<file path="src/rtl/rstwake_pkg.sv">
package rstwake_pkg;

   localparam int ST_W   = 8;
   localparam int TO_BIT = 4;
   localparam int PD_BIT = 3;

   typedef enum logic [2:0] {
      CAUSE_NONE      = 3'd0,
      CAUSE_POWER_ON  = 3'd1,
      CAUSE_CLR_RUN   = 3'd2,
      CAUSE_CLR_SLEEP = 3'd3,
      CAUSE_WDT_RUN   = 3'd4,
      CAUSE_WDT_WAKE  = 3'd5,
      CAUSE_IRQ_WAKE  = 3'd6
   } cause_e;

endpackage

</file>
<file path="src/rtl/rw_clr_filter.sv">
module rw_clr_filter #(
   parameter int FILT_LEN = 4
) (
   input  logic clk_i,
   input  logic sync_rst_i,
   input  logic pin_n_i,
   output logic hit_o,
   output logic held_o
);

   logic acc_q;

   if (FILT_LEN < 1) begin : g_bad_len
      $error("FILT_LEN must be at least 1");
   end

   if (FILT_LEN == 1) begin : g_direct
      assign hit_o = !pin_n_i && !acc_q;
   end else begin : g_count
      localparam int CW = $clog2(FILT_LEN);
      logic [CW-1:0] cnt_q;

      assign hit_o = !pin_n_i && !acc_q && (cnt_q == CW'(FILT_LEN - 1));

      always_ff @(posedge clk_i) begin
         if (sync_rst_i || pin_n_i) begin
            cnt_q <= '0;
         end else if (!acc_q && !hit_o) begin
            cnt_q <= cnt_q + CW'(1);
         end
      end

      // an accepted clear needs the pin low on the previous edge too
      p_hit_needs_run_r4: assert property (@(posedge clk_i) disable iff (sync_rst_i)
         hit_o |-> $past(!pin_n_i))
         else $error("clear accepted without a run of low samples");
   end

   always_ff @(posedge clk_i) begin
      if (sync_rst_i || pin_n_i) begin
         acc_q <= 1'b0;
      end else if (hit_o) begin
         acc_q <= 1'b1;
      end
   end

   assign held_o = acc_q && !pin_n_i;

endmodule

</file>
<file path="src/rtl/rw_cause_decode.sv">
module rw_cause_decode
   import rstwake_pkg::*;
#(
   parameter int PC_W    = 13,
   parameter int IRQ_VEC = 4
) (
   input  logic              por_i,
   input  logic              clr_hit_i,
   input  logic              wdt_i,
   input  logic              irq_i,
   input  logic              gie_i,
   input  logic              sleep_i,
   input  logic [PC_W-1:0]   pc_i,
   input  logic [ST_W-1:0]   st_i,
   output cause_e            cause_o,
   output logic [PC_W-1:0]   pc_o,
   output logic [ST_W-1:0]   st_o,
   output logic              rst_set_o
);

   logic [PC_W-1:0] pc_inc;
   assign pc_inc = pc_i + PC_W'(1);

   always_comb begin
      if (por_i) begin
         cause_o = CAUSE_POWER_ON;
      end else if (clr_hit_i) begin
         cause_o = sleep_i ? CAUSE_CLR_SLEEP : CAUSE_CLR_RUN;
      end else if (wdt_i) begin
         cause_o = sleep_i ? CAUSE_WDT_WAKE : CAUSE_WDT_RUN;
      end else if (irq_i && sleep_i) begin
         cause_o = CAUSE_IRQ_WAKE;
      end else begin
         cause_o = CAUSE_NONE;
      end
   end

   always_comb begin
      pc_o      = '0;
      st_o      = st_i;
      rst_set_o = 1'b0;
      unique case (cause_o)
         CAUSE_POWER_ON: begin
            st_o      = {3'b000, 1'b1, 1'b1, st_i[2:0]};
            rst_set_o = 1'b1;
         end
         CAUSE_CLR_RUN: begin
            st_o      = {3'b000, st_i[4:0]};
            rst_set_o = 1'b1;
         end
         CAUSE_CLR_SLEEP: begin
            st_o      = {3'b000, 1'b1, 1'b0, st_i[2:0]};
            rst_set_o = 1'b1;
         end
         CAUSE_WDT_RUN: begin
            st_o      = {3'b000, 1'b0, 1'b1, st_i[2:0]};
            rst_set_o = 1'b1;
         end
         CAUSE_WDT_WAKE: begin
            pc_o = pc_inc;
            st_o = {st_i[7:5], 1'b0, 1'b0, st_i[2:0]};
         end
         CAUSE_IRQ_WAKE: begin
            pc_o = gie_i ? PC_W'(IRQ_VEC) : pc_inc;
            st_o = {st_i[7:5], 1'b1, 1'b0, st_i[2:0]};
         end
         default: begin
            pc_o = pc_i;
         end
      endcase
   end

endmodule

</file>
<file path="src/rtl/rw_startup_hold.sv">
module rw_startup_hold #(
   parameter int STARTUP_CYC = 1024
) (
   input  logic clk_i,
   input  logic por_i,
   input  logic set_i,
   input  logic hold_i,
   output logic rst_o
);

   localparam int CW = $clog2(STARTUP_CYC + 1);

   if (STARTUP_CYC < 1) begin : g_bad_cyc
      $error("STARTUP_CYC must be at least 1");
   end

   logic [CW-1:0] cnt_q;
   logic          rst_q;

   always_ff @(posedge clk_i) begin
      if (por_i) begin
         cnt_q <= CW'(STARTUP_CYC);
      end else if (cnt_q != '0) begin
         cnt_q <= cnt_q - CW'(1);
      end
   end

   always_ff @(posedge clk_i) begin
      if (por_i || set_i) begin
         rst_q <= 1'b1;
      end else if ((cnt_q == '0) && !hold_i) begin
         rst_q <= 1'b0;
      end
   end

   assign rst_o = rst_q;

   // reset is never released while the start-up count is running
   p_hold_while_counting_r3: assert property (@(posedge clk_i) disable iff (por_i)
      (cnt_q != '0) |=> rst_q)
      else $error("chip reset released during start-up count");

   // a filtered clear that is still held keeps reset asserted
   p_hold_while_clear_r7: assert property (@(posedge clk_i) disable iff (por_i)
      hold_i |=> rst_q)
      else $error("chip reset released while clear held");

endmodule

</file>
<file path="src/rtl/rstwake_ctrl.sv">
module rstwake_ctrl
   import rstwake_pkg::*;
#(
   parameter int PC_W        = 13,
   parameter int FILT_LEN    = 4,
   parameter int STARTUP_CYC = 1024,
   parameter int IRQ_VEC     = 4
) (
   input  logic            clk_i,
   input  logic            por_pulse_i,
   input  logic            clr_n_i,
   input  logic            wdt_expire_i,
   input  logic            irq_pend_i,
   input  logic            gie_i,
   input  logic            asleep_i,
   input  logic [PC_W-1:0] pc_i,
   input  logic [7:0]      status_i,
   output logic            chip_rst_o,
   output logic [PC_W-1:0] pc_next_o,
   output logic            pc_load_o,
   output logic [7:0]      status_o
);

   if (PC_W < 3) begin : g_bad_pc
      $error("PC_W too small for the interrupt vector");
   end
   if (IRQ_VEC < 0 || IRQ_VEC >= (1 << PC_W)) begin : g_bad_vec
      $error("IRQ_VEC outside the program counter range");
   end
   if (ST_W != 8) begin : g_bad_st
      $error("status layout assumes eight bits");
   end

   logic            clr_hit;
   logic            clr_held;
   cause_e          cause;
   logic [PC_W-1:0] pc_d;
   logic [ST_W-1:0] st_d;
   logic            rst_set;

   logic [PC_W-1:0] pc_q;
   logic [ST_W-1:0] st_q;
   logic            load_q;

   rw_clr_filter #(.FILT_LEN(FILT_LEN)) u_filter (
      .clk_i      (clk_i),
      .sync_rst_i (por_pulse_i),
      .pin_n_i    (clr_n_i),
      .hit_o      (clr_hit),
      .held_o     (clr_held)
   );

   rw_cause_decode #(.PC_W(PC_W), .IRQ_VEC(IRQ_VEC)) u_decode (
      .por_i     (por_pulse_i),
      .clr_hit_i (clr_hit),
      .wdt_i     (wdt_expire_i),
      .irq_i     (irq_pend_i),
      .gie_i     (gie_i),
      .sleep_i   (asleep_i),
      .pc_i      (pc_i),
      .st_i      (status_i),
      .cause_o   (cause),
      .pc_o      (pc_d),
      .st_o      (st_d),
      .rst_set_o (rst_set)
   );

   rw_startup_hold #(.STARTUP_CYC(STARTUP_CYC)) u_hold (
      .clk_i  (clk_i),
      .por_i  (por_pulse_i),
      .set_i  (rst_set),
      .hold_i (clr_held),
      .rst_o  (chip_rst_o)
   );

   always_ff @(posedge clk_i) begin
      load_q <= (cause != CAUSE_NONE);
      if (cause != CAUSE_NONE) begin
         pc_q <= pc_d;
         st_q <= st_d;
      end
   end

   assign pc_next_o = pc_q;
   assign status_o  = st_q;
   assign pc_load_o = load_q;

   // a sleeping watchdog expiry resumes at PC+1 without reset
   p_wdt_wake_resume_r9: assert property (@(posedge clk_i) disable iff (por_pulse_i)
      (wdt_expire_i && asleep_i && !clr_hit && !chip_rst_o) |=>
         (pc_load_o && !chip_rst_o && pc_next_o == PC_W'($past(pc_i) + PC_W'(1))
          && status_o[TO_BIT] == 1'b0 && status_o[PD_BIT] == 1'b0))
      else $error("watchdog wake-up handled wrongly");

   // interrupt wake with global enable jumps to the vector
   p_irq_vector_r10: assert property (@(posedge clk_i) disable iff (por_pulse_i)
      (asleep_i && irq_pend_i && gie_i && !wdt_expire_i && !clr_hit) |=>
         (pc_load_o && pc_next_o == PC_W'(IRQ_VEC)))
      else $error("interrupt wake-up did not load the vector");

   // an interrupt while awake causes no load
   p_awake_irq_ignored_r11: assert property (@(posedge clk_i) disable iff (por_pulse_i)
      (!asleep_i && irq_pend_i && !wdt_expire_i && !clr_hit) |=> !pc_load_o)
      else $error("interrupt while awake produced a load");

   // a fresh chip reset always comes with a zero program counter
   p_reset_zero_pc_r8: assert property (@(posedge clk_i) disable iff (por_pulse_i)
      $rose(chip_rst_o) |-> (pc_load_o && pc_next_o == '0))
      else $error("chip reset raised without PC load of zero");

endmodule

</file>
<file path="config.mk">
export PLATFORM = sky130hd
export DESIGN_NAME = rstwake_ctrl
export DESIGN_NICKNAME = d
export VERILOG_FILES = /design/src/rtl/rstwake_pkg.sv /design/src/rtl/rw_clr_filter.sv /design/src/rtl/rw_cause_decode.sv /design/src/rtl/rw_startup_hold.sv /design/src/rtl/rstwake_ctrl.sv
export SDC_FILE = /design/constraint.sdc
export NUM_CORES = 1
export LEC_CHECK = 0
export BUFFER_PORTS_ARGS = -buffer_cell sky130_fd_sc_hd__buf_4
export CORE_MARGIN = 8
export CORE_UTILIZATION = 55
export CTS_BUF_LIST = sky130_fd_sc_hd__clkbuf_4 sky130_fd_sc_hd__clkbuf_8 sky130_fd_sc_hd__clkbuf_16
export DETAILED_ROUTE_END_ITERATION = 10
export PLACE_DENSITY = 0.94
export SYNTH_ARGS = -nofsm -noshare
export SYNTH_HDL_FRONTEND = slang
export SYNTH_SLANG_ARGS = --single-unit
</file>
<file path="constraint.sdc">
create_clock -name clk_i -period 3.5 [get_ports clk_i]
set_input_delay 0.175 -clock clk_i [delete_from_list [all_inputs] [get_ports clk_i]]
set_output_delay 0.175 -clock clk_i [all_outputs]
set_load 0.05 [all_outputs]
</file>
==> results_dict.tcl <==
set metrics [dict create \
    status "completed" \
    die_area_um2 5580 \
    syn_area_per_cell_um2 10.2 \
    power_density_nw_per_um2 525 \
    post_cts_buffers 0 \
    portBuffers 50 \
    std_cell_rows 21 \
    p_leak_nw 0.960 \
    syn_to_final_growth_pct 25.4 \
    slowest_stage "clkinv_1" \
    fillCellCount 269 \
    synth-seq-cells 37 \
    overflow 0 \
    gp_congestion 0.867 \
    setup_viol 0 \
    synth-main-ff-cell "edfxtp_1" \
    antenna_found_initial 0 \
    fmax_ghz 0.391 \
    crit_type "register to register" \
    slowest_delay_ps 800 \
    tightest_slew_ps 1100 \
    hold_class "input port to register" \
    clk_path_buf_depth 2 \
    synth-edff-count 21 \
    multi_input_area_um2 880 \
    fin_util_pct 71.7 \
    drive_above_1_share_pct 28.6 \
    cp_max_fo 30 \
    wl_um 4530 \
    via_per_inst 5.62 \
    required_ps 3660 \
    numClockSinks 37 \
    path_clk_slew_ps 120 \
    die_width_um 74.7 \
    clock_latency_ps 360 \
    relSlewSlack_pct 26.8 \
    synth_cells 185 \
    clock_skew_ps 17.7 \
    drv_cap 0 \
    r2r_cells 5 \
    seq_area_um2 951 \
    rsz0062_at_grt "no" \
    yosysWarnings 0 \
    worstPathArrival_ps 2710 \
    crit_path_frequent_cell "nor3b_2" \
    drc 0 \
    vias 1614 \
    grtUsageTotal_pct 16.5 \
    cp-start-kind "register" \
    cts_max_level 2 \
    cts_root_buffer "clkbuf_4" \
    dp_hpwl_um 3190 \
    grt_pass1_vias 1548 \
    synth-seq-area-share_pct 50.2 \
    drt-wirelength-per-cell_um 15.8 \
    placed_cells 276 \
    ir_drop_mv 0.355 \
    crit_path_end_kind "register" \
    antenna_left 0 \
    cts_made_buffers 5 \
    io_pins 51 \
    hold_viol_final 0 \
    drv_slew 0 \
    fin_cells 287 \
    start_util_pct 57.2 \
    first_pass_iters 4 \
    grt_pass1_wl_um 7040 \
    finalCritPeriodShare_pct 73.1 \
    ys_types 46 \
    syn-num-nets 217 \
    antenna_cells 0 \
    nets 272 \
    cts_tree "built" \
    coreArea_um2 3310 \
    drt_iter0_drc 153 \
    grt_max_degree 31 \
    path_cells "ha_1 -> nor3b_2 -> nor3b_2 -> clkinv_1 -> a31oi_1" \
    tns_ps 0 \
    hold_path_depth 2 \
    async_reset_ff_share_pct 0 \
    period_needed_ps 2560 \
    die_y_um 74.7 \
    synthesis.area_um2 1890 \
]
[repair_timing]
item	4_1_cts	5_1_grt
gates resized for setup	0	0
hold buffers	3	0
endpoints found under the hold margin	3	0
[logic make-up after synthesis]
group,count (synthesis),synth area share (%)
AO/OA/AOI/OAI,45,14.9
XOR/XNOR,5,2.31
adder cells (fa/ha/maj),4,2.64
buffers and inverters,11,3.37
flip-flops,37,50.2
multiplexers,3,1.72
AND/OR/NAND/NOR,80,24.9
[worst paths after layout]
| kind | start | to | slack [ps] |
|---|---|---|---|
| max | u_filter.g_count.cnt_q[0]$_SDFFE_PP0P_ | pc_next_o[3]$_DFFE_PP_ | 940 |
| min | clr_n_i | u_filter.acc_q$_SDFFE_PP0P_ | 30 |
| max reg2reg | u_filter.g_count.cnt_q[0]$_SDFFE_PP0P_ | pc_next_o[3]$_DFFE_PP_ | 940 |
| min reg2reg | u_hold.rst_o$_SDFFE_PP1P_ | u_hold.rst_o$_SDFFE_PP1P_ | 490 |
[per-layer routing]
| metal | vias to the layer above | part of all wire [%] | track usage [%] | routed length (um) |
|---|---|---|---|---|
| met3 | 5 | 8.8 | 5.33 | 399 |
| li1 | 797 | - | - | - |
| met4 | 0 | 1.1 | 6.09 | 51 |
| met1 | 748 | 39 | 17.8 | 1750 |
| met5 | - | 0 | 0 | 0 |
| met2 | 64 | 51 | 29.2 | 2330 |
[cell usage in the layout, fill, tap and decap left out, drive strengths merged, types with 2 or more instances in the layout]
cell         synthesis  layout
a31oi               10      10
a21oi               18      18
xor2                 2       2
nand4                4       4
nor3b                3       3
and3                 4       4
o22ai                2       2
xnor2                3       3
nand3                6       6
clkinv               1       2
and2                 3       3
buf                  3      50
nor4                 3       3
nand3b               2       2
o21ai                8       8
ha                   4       4
nor2b                3       3
mux2                 2       2
inv                  5       6
nand2               17      17
edfxtp              21      21
nand2b               7       7
nor3                 6       6
dlygate4sd3          0       3
nor2                14      14
dfxtp               16      16
clkbuf               2       5
or3                  2       2
[per-stage QoR]
step	hold WS [ps]	area [um2]	power [W]	worst slack, ps
6_report	33.1	2370	0.00125	943
2_1_floorplan	252	1890	0.000904	1440
4_1_cts	19.3	2370	0.00124	1010
3_5_place_dp	358	2290	0.00102	1030
3_3_place_gp	353	2290	0.00100	1180
5_1_grt	7.04	2370	0.00131	735
[power breakdown]
part | leakage, nW | internal (W) | switching [W]
clock | 0.0316 | 0.0000795 | 0.000156
sequential | 0.358 | 0.000534 | 0.0000630
combinational | 0.571 | 0.000177 | 0.000237
[cell type report]
cell class / instances / area share [%]
Timing Repair Buffer: 53 / 17.1
Multi-Input combinational cell: 137 / 37.0
Tap cell: 46 / 2.42
Sequential cell: 37 / 40.0
Inverter: 6 / 0.948
Clock buffer: 5 / 1.58
Clock inverter: 3 / 0.896
[Yosys cell counts, types with 3 or more instances]
cell type	count	share of area, %
a21oi_1	18	4.8
a31oi_1	10	3.3
and2_1	3	0.99
and3_1	4	1.3
buf_6	3	1.8
dfxtp_1	16	17
edfxtp_1	21	33
ha_1	4	2.6
inv_1	5	0.99
nand2_1	17	3.4
nand2b_1	7	2.3
nand3_1	5	1.3
nand4_1	4	1.3
nor2_1	14	2.8
nor2b_1	3	0.99
nor3_1	6	1.6
nor3b_2	3	2.0
o21ai_0	5	1.3
o21ai_1	3	0.79
xnor2_1	3	1.4
[sequential cells by signal, indices dropped and copies added, names as in the netlist]
signal	flops
pc_load_o	1
pc_next_o	13
status_o	8
u_filter.acc_q	1
u_filter.g_count.cnt_q	2
u_hold.cnt_q	11
u_hold.rst_o	1
[worst max-delay path, delay by kind of cell (launching register included)]
family | cells | cell delay, ps
buf+inv | 1 | 800
fa+ha+maj | 1 | 220
flops | 1 | 340
compound gates | 1 | 490
simple gates | 2 | 510
No activity file was read; power rests on OpenSTA's default activity.
